`src/rtl/sgdma_csr_pkg.sv`:
```
`timescale 1ns/1ps
package sgdma_csr_pkg;
    localparam int unsigned OFS_STATUS  = 0;
    localparam int unsigned OFS_CTRL    = 1;
    localparam int unsigned OFS_PTR     = 2;

    localparam int unsigned ST_DESC     = 0;
    localparam int unsigned ST_CHAIN    = 1;
    localparam int unsigned ST_BUSY     = 4;

    localparam int unsigned CT_IE_CHAIN = 0;
    localparam int unsigned CT_IE_GLOB  = 1;
    localparam int unsigned CT_RUN      = 2;
    localparam int unsigned CT_CLR_IRQ  = 3;
    localparam int unsigned CT_SWRST    = 4;

    localparam int unsigned NUM_FLAGS   = 2;

    typedef struct packed {
        logic run;
        logic ie_glob;
        logic ie_chain;
    } ctrl_t;
endpackage

```
`src/rtl/sgdma_csr_flags.sv`:
```
`timescale 1ns/1ps
module sgdma_csr_flags #(
    parameter int unsigned N = 2
) (
    input  logic         clk,
    input  logic         rst_n,
    input  logic         soft_rst,
    input  logic [N-1:0] set_i,
    input  logic [N-1:0] clr_i,
    output logic [N-1:0] flags_o
);
    typedef struct packed {
        logic [N-1:0] flag;
    } flag_st_t;

    flag_st_t     st_d, st_q;
    logic [N-1:0] nxt;

    // Per-flag next value: an event outranks a same-cycle clear.
    for (genvar gi = 0; gi < N; gi++) begin : g_flag
        assign nxt[gi] = set_i[gi] | (st_q.flag[gi] & ~clr_i[gi]);
    end

    always_comb begin
        st_d      = st_q;
        st_d.flag = soft_rst ? '0 : nxt;
    end

    always_ff @(posedge clk or negedge rst_n) begin
        if (!rst_n) st_q <= '0;
        else        st_q <= st_d;
    end

    assign flags_o = st_q.flag;
endmodule

```
`src/rtl/sgdma_csr_irq.sv`:
```
`timescale 1ns/1ps
module sgdma_csr_irq (
    input  logic clk,
    input  logic rst_n,
    input  logic soft_rst,
    input  logic chain_evt,
    input  logic en_chain,
    input  logic en_glob,
    input  logic clr,
    output logic irq_o
);
    typedef struct packed {
        logic pend;
    } irq_st_t;

    irq_st_t st_d, st_q;
    logic    raise;

    assign raise = chain_evt & en_chain & en_glob;

    always_comb begin
        st_d = st_q;
        if (soft_rst)    st_d.pend = 1'b0;
        else if (raise)  st_d.pend = 1'b1;
        else if (clr)    st_d.pend = 1'b0;
    end

    always_ff @(posedge clk or negedge rst_n) begin
        if (!rst_n) st_q <= '0;
        else        st_q <= st_d;
    end

    assign irq_o = st_q.pend;
endmodule

```
`src/rtl/sgdma_csr_swrst.sv`:
```
`timescale 1ns/1ps
module sgdma_csr_swrst (
    input  logic clk,
    input  logic rst_n,
    input  logic wr_any,
    input  logic wr_rst_bit,
    output logic fire_o,
    output logic armed_o,
    output logic pulse_o
);
    typedef struct packed {
        logic armed;
        logic pulse;
    } rst_st_t;

    rst_st_t st_d, st_q;
    logic    fire;

    assign fire = wr_rst_bit & st_q.armed;

    always_comb begin
        st_d       = st_q;
        st_d.pulse = fire;
        if (fire)        st_d.armed = 1'b0;
        else if (wr_any) st_d.armed = wr_rst_bit;
    end

    always_ff @(posedge clk or negedge rst_n) begin
        if (!rst_n) st_q <= '0;
        else        st_q <= st_d;
    end

    assign fire_o  = fire;
    assign armed_o = st_q.armed;
    assign pulse_o = st_q.pulse;
endmodule

```
`src/rtl/sgdma_csr.sv`:
```
`timescale 1ns/1ps
module sgdma_csr
    import sgdma_csr_pkg::*;
#(
    parameter int unsigned ADDR_W = 2,
    parameter int unsigned DATA_W = 32,
    parameter int unsigned PTR_W  = 32
) (
    input  logic              clk,
    input  logic              rst_n,
    input  logic [ADDR_W-1:0] csr_addr,
    input  logic              csr_wr,
    input  logic [DATA_W-1:0] csr_wdata,
    input  logic              csr_rd,
    output logic [DATA_W-1:0] csr_rdata,
    output logic              eng_run,
    output logic [PTR_W-1:0]  eng_start_ptr,
    output logic              eng_reset,
    input  logic              desc_done,
    input  logic              chain_done,
    input  logic              eng_busy,
    output logic              irq
);
    localparam logic [ADDR_W-1:0] A_STATUS = ADDR_W'(OFS_STATUS);
    localparam logic [ADDR_W-1:0] A_CTRL   = ADDR_W'(OFS_CTRL);
    localparam logic [ADDR_W-1:0] A_PTR    = ADDR_W'(OFS_PTR);

    typedef struct packed {
        ctrl_t             ctrl;
        logic [PTR_W-1:0]  ptr;
        logic [DATA_W-1:0] rdata;
    } top_st_t;

    top_st_t st_d, st_q;

    logic                 wr_status, wr_ctrl, wr_ptr, wr_ctrl_rst;
    logic                 soft_rst, armed, rst_pulse, irq_w;
    logic [NUM_FLAGS-1:0] flags, flag_set, flag_clr;
    logic [DATA_W-1:0]    status_word, ctrl_word, ptr_word;
    logic                 unused_wdata;

    assign wr_status   = csr_wr && (csr_addr == A_STATUS);
    assign wr_ctrl     = csr_wr && (csr_addr == A_CTRL);
    assign wr_ptr      = csr_wr && (csr_addr == A_PTR);
    assign wr_ctrl_rst = wr_ctrl && csr_wdata[CT_SWRST];

    assign flag_set = {chain_done, desc_done};
    assign flag_clr = {NUM_FLAGS{wr_status}} & csr_wdata[NUM_FLAGS-1:0];

    sgdma_csr_swrst u_swrst (
        .clk        (clk),
        .rst_n      (rst_n),
        .wr_any     (csr_wr),
        .wr_rst_bit (wr_ctrl_rst),
        .fire_o     (soft_rst),
        .armed_o    (armed),
        .pulse_o    (rst_pulse)
    );

    sgdma_csr_flags #(.N(NUM_FLAGS)) u_flags (
        .clk      (clk),
        .rst_n    (rst_n),
        .soft_rst (soft_rst),
        .set_i    (flag_set),
        .clr_i    (flag_clr),
        .flags_o  (flags)
    );

    sgdma_csr_irq u_irq (
        .clk       (clk),
        .rst_n     (rst_n),
        .soft_rst  (soft_rst),
        .chain_evt (chain_done),
        .en_chain  (st_q.ctrl.ie_chain),
        .en_glob   (st_q.ctrl.ie_glob),
        .clr       (wr_ctrl && csr_wdata[CT_CLR_IRQ]),
        .irq_o     (irq_w)
    );

    // Read-back words: write-only control bits are absent and read as 0.
    always_comb begin
        status_word            = '0;
        status_word[ST_DESC]   = flags[0];
        status_word[ST_CHAIN]  = flags[1];
        status_word[ST_BUSY]   = eng_busy;
        ctrl_word              = '0;
        ctrl_word[CT_IE_CHAIN] = st_q.ctrl.ie_chain;
        ctrl_word[CT_IE_GLOB]  = st_q.ctrl.ie_glob;
        ctrl_word[CT_RUN]      = st_q.ctrl.run;
        ptr_word               = DATA_W'(st_q.ptr);
    end

    always_comb begin
        st_d = st_q;
        if (csr_rd) begin
            unique case (csr_addr)
                A_STATUS: st_d.rdata = status_word;
                A_CTRL:   st_d.rdata = ctrl_word;
                A_PTR:    st_d.rdata = ptr_word;
                default:  st_d.rdata = '0;
            endcase
        end
        if (soft_rst) begin
            st_d.ctrl = '0;
            st_d.ptr  = '0;
        end else begin
            if (wr_ctrl) begin
                st_d.ctrl.ie_chain = csr_wdata[CT_IE_CHAIN];
                st_d.ctrl.ie_glob  = csr_wdata[CT_IE_GLOB];
                st_d.ctrl.run      = csr_wdata[CT_RUN];
            end
            if (wr_ptr) st_d.ptr = csr_wdata[PTR_W-1:0];
        end
    end

    always_ff @(posedge clk or negedge rst_n) begin
        if (!rst_n) st_q <= '0;
        else        st_q <= st_d;
    end

    assign csr_rdata     = st_q.rdata;
    assign eng_run       = st_q.ctrl.run;
    assign eng_start_ptr = st_q.ptr;
    assign eng_reset     = rst_pulse;
    assign irq           = irq_w;
    assign unused_wdata  = ^csr_wdata;
endmodule

```
`config.mk`:
```
export PLATFORM = sky130hd
export DESIGN_NAME = sgdma_csr
export DESIGN_NICKNAME = d
export VERILOG_FILES = /design/src/rtl/sgdma_csr_pkg.sv /design/src/rtl/sgdma_csr_flags.sv /design/src/rtl/sgdma_csr_irq.sv /design/src/rtl/sgdma_csr_swrst.sv /design/src/rtl/sgdma_csr.sv
export SDC_FILE = /design/constraint.sdc
export NUM_CORES = 1
export LEC_CHECK = 0
export BUFFER_PORTS_ARGS = -buffer_cell sky130_fd_sc_hd__buf_2
export CAP_MARGIN = 20
export CORE_MARGIN = 2
export CORE_UTILIZATION = 44
export DETAILED_ROUTE_END_ITERATION = 8
export PLACE_DENSITY_LB_ADDON = 0.3
export SLEW_MARGIN = 20
export SYNTH_ARGS = -nofsm -noshare
export SYNTH_HDL_FRONTEND = slang
export SYNTH_SLANG_ARGS = --single-unit
```
`constraint.sdc`:
```
create_clock -name clk -period 0.9 [get_ports clk]
set_input_delay 0.18 -clock clk [delete_from_list [all_inputs] [get_ports clk]]
set_output_delay 0.18 -clock clk [all_outputs]
set_load 0.01 [all_outputs]
```
==> flow_metrics.py <==
metrics = {
    "clocking": {
        "clk_latency_ps": 340,
        "htree_levels": 3,
        "clockBufferDepth": 2,
        "cts_made_buffers": 9,
        "clk_pin_slew_ps": 80,
        "cts_tree": "done",
        "clock-root-buffer": "clkbuf_8",
        "clkSinkCount": 72,
    },
    "routing": {
        "drcViolationCount": 0,
        "ant_nets": 0,
        "routed_via_density": 4.911,
        "wl_per_cell_um": 14.78,
        "drt-initial-drc-count": 146,
        "vias": 2863,
        "drt-total-wl_um": 8619,
        "dr.pass1.iters": 4,
    },
    "sta": {
        "setup_violations": 107,
        "fmax_ghz": 0.8672,
        "timing.final.crit_share_pct": 128.1,
        "drv_slew": 0,
        "fin_setup_tns_ps": -15330,
        "setup_ws_ps": -253.1,
        "rsz0062_at_grt": "yes",
        "period_needed_ps": 1153,
        "slew_headroom_pct": 80.25,
        "tightest_slew_ps": 296.2,
        "hold_viol": 0,
        "finClkSkew_ps": 6.481,
    },
    "worst_setup_path": {
        "r2r_start": "u_swrst.armed_o$_DFFE_PN0P_",
        "crit_type": "flip-flop to output pin",
        "end_kind": "output pin",
        "regToRegSetupSlack_ps": -170,
        "crit_fanout": 2,
        "critPathArrivalTime_ps": 970,
        "r2r_end": "eng_start_ptr[5]$_DFFE_PN0P_",
        "r2r_cells": 4,
        "startpoint_type": "flip-flop",
        "critPathRequiredTime_ps": 720,
    },
    "logic_synthesis": {
        "yosysSeqAreaShare_pct": 59.93,
        "yosysTopAreaCellShare_pct": 59.93,
        "syn-num-nets": 358,
        "syn_avg_cell_area_um2": 9.485,
        "synth_cell_type_count": 25,
        "synth_area_leaders": "dfrtp_1 (60%), nand2_1 (13%), o21ai_0 (5.3%)",
        "yosysTopAreaCell": "dfrtp_1",
        "yosysWarnings": 0,
        "ys_ff_latch": 72,
        "syn_inst": 317,
        "syn_area_um2": 3007,
    },
    "floorplanning": {
        "io-pin-count": 108,
        "core_area_um2": 6719,
        "die_w_um": 86.67,
        "dieHeight_um": 86.67,
        "start_util_pct": 44.75,
        "die_area_um2": 7511,
        "rows": 30,
    },
    "placement": {
        "placement.io_buffers": 107,
        "hpwl_um": 4959,
        "place_congestion": 0.7876,
    },
    "global_routing": {
        "grt_overflow_total": 0,
        "grt_usage_pct": 21.99,
        "grt_pass1_vias": 2649,
        "grt_first_pass_wirelength_um": 12750,
        "antenna_found_initial": 0,
        "grt_max_degree": 51,
    },
    "hold_path": {
        "min_to": "eng_start_ptr[12]$_DFFE_PN0P_",
        "holdCritPathClass": "primary input to flip-flop",
        "hold_depth": 3,
        "hold_path_startpoint": "csr_wdata[12]",
    },
    "finish": {
        "final_layout_size_suffix_gt1_share_pct": 49.90,
        "diodes": 0,
        "area_growth_syn_to_layout_pct": 55.76,
        "fin_nets": 540,
    },
    "power_and_ir_drop": {
        "p_leak_nw": 2.375,
        "cellPowerDensity_nw_per_um2": 1761,
        "total_power_mw": 8.248,
        "ir_drop_uv": 912.6,
    },
    "status": {
        "status": "complete, but fails checks",
        "violations": "setup timing",
    },
    "flow_run": {
        "max_cap_viol_count": 0,
    },
}
[layout by cell type (no fill, tap or decap), drive strengths merged, types with 2 or more instances in the layout]
cell type	synthesis	layout
a21oi	36	36
nand3b	2	2
dfrtp	72	72
clkinv	0	3
o21ai	32	32
nand2	102	102
clkbuf	4	13
or2	2	2
mux2i	4	4
and3b	3	3
nand4bb	2	2
buf	16	188
a31oi	2	2
inv	29	29
nor2	6	6
[metal layers]
metal | wire, µm | global-route usage [%] | share of wire (%) | vias to the layer above
met5 | 0 | 0 | 0 | -
met4 | 140 | 6.960 | 1.6 | 0
met3 | 480 | 5.238 | 5.6 | 15
met2 | 4167 | 34.41 | 48 | 99
met1 | 3832 | 30.44 | 44 | 1378
li1 | - | - | - | 1371
[cell usage after synthesis]
master / number
a21oi_2: 10
nor2b_1: 1
and3b_4: 1
nand3b_1: 2
nand2_1: 102
mux2_2: 1
dfrtp_1: 72
and3b_1: 2
buf_4: 3
nor2_1: 6
clkbuf_2: 1
a31oi_1: 2
inv_1: 29
and3_4: 1
buf_12: 1
buf_2: 9
mux2i_1: 4
nand3_1: 1
or2_2: 2
nand4bb_1: 2
clkbuf_1: 3
buf_6: 3
a2bb2oi_1: 1
o21ai_0: 32
a21oi_1: 26
[worst max path at each step]
stage	from	to	slack, ps	depth (start not counted)
6_report	eng_start_ptr[4]$_DFFE_PN0P_	eng_start_ptr[4]	-250	2
2_1_floorplan	csr_addr[1]	eng_start_ptr[20]$_DFFE_PN0P_	-150	5
3_5_place_dp	csr_addr[1]	u_irq.irq_o$_DFFE_PN0P_	-270	5
3_3_place_gp	csr_addr[1]	u_flags.flags_o[1]$_DFF_PN0_	-240	5
4_1_cts	eng_start_ptr[0]$_DFFE_PN0P_	eng_start_ptr[0]	-250	2
5_1_grt	eng_start_ptr[0]$_DFFE_PN0P_	eng_start_ptr[0]	-280	2
[through the flow]
step	instance area, µm²	worst slack [ps]	hold WS (ps)	std cells	utilization, %
finish	4683	-253.1	69.74	583	69.70
global route	4683	-282.4	66.40	583	69.70
CTS	4418	-248.1	53.45	561	65.75
detailed placement	3745	-265.6	182.6	505	55.74
global placement	3745	-243.4	187.9	505	55.74
floorplan	3038	-154.6	-115.6	317	-
[final cells by class]
type,count,area [µm²]
timing repair buffer,191,1409
clock inverter,4,22.52
tap,80,100.1
fill,512,2036
clock buffer,11,131.4
multi-input combinational,196,1110
sequential,72,1802
inverter,29,108.9
[flip-flops by register name (all words and copies together) (netlist names)]
name,cells
eng_start_ptr,32
eng_run,1
csr_rdata,32
ctrl_word,2
u_swrst.armed_o,1
u_flags.flags_o,2
u_irq.irq_o,1
u_swrst.pulse_o,1
[critical path, cell delays in order (launching register included)]
cell     delay [ps]
dfrtp_1         400
buf_6           130
buf_6           110
[logic make-up after synthesis]
logic type	synth area share, %
buf+inv	8.198
mux	1.706
simple gates	16.90
flops	59.93
compound gates	13.27
[what timing repair did]
action / 4_1_cts / 5_1_grt
buffers inserted: 38 / 23
pin swaps: 6 / 6
hold buffers: 1 / 0
endpoints found under the hold margin: 72 / 0
setup endpoints to repair: 102 / 110
gates resized for setup: 40 / 23
cloned: 2 / 2
[power breakdown]
group          internal (mW)  switching, mW  leakage (nW)
Clock                  0.972           1.14        0.0789
Combinational           1.23           1.03          1.37
Sequential              3.62          0.255         0.927
(Power assumes the default switching activity.)
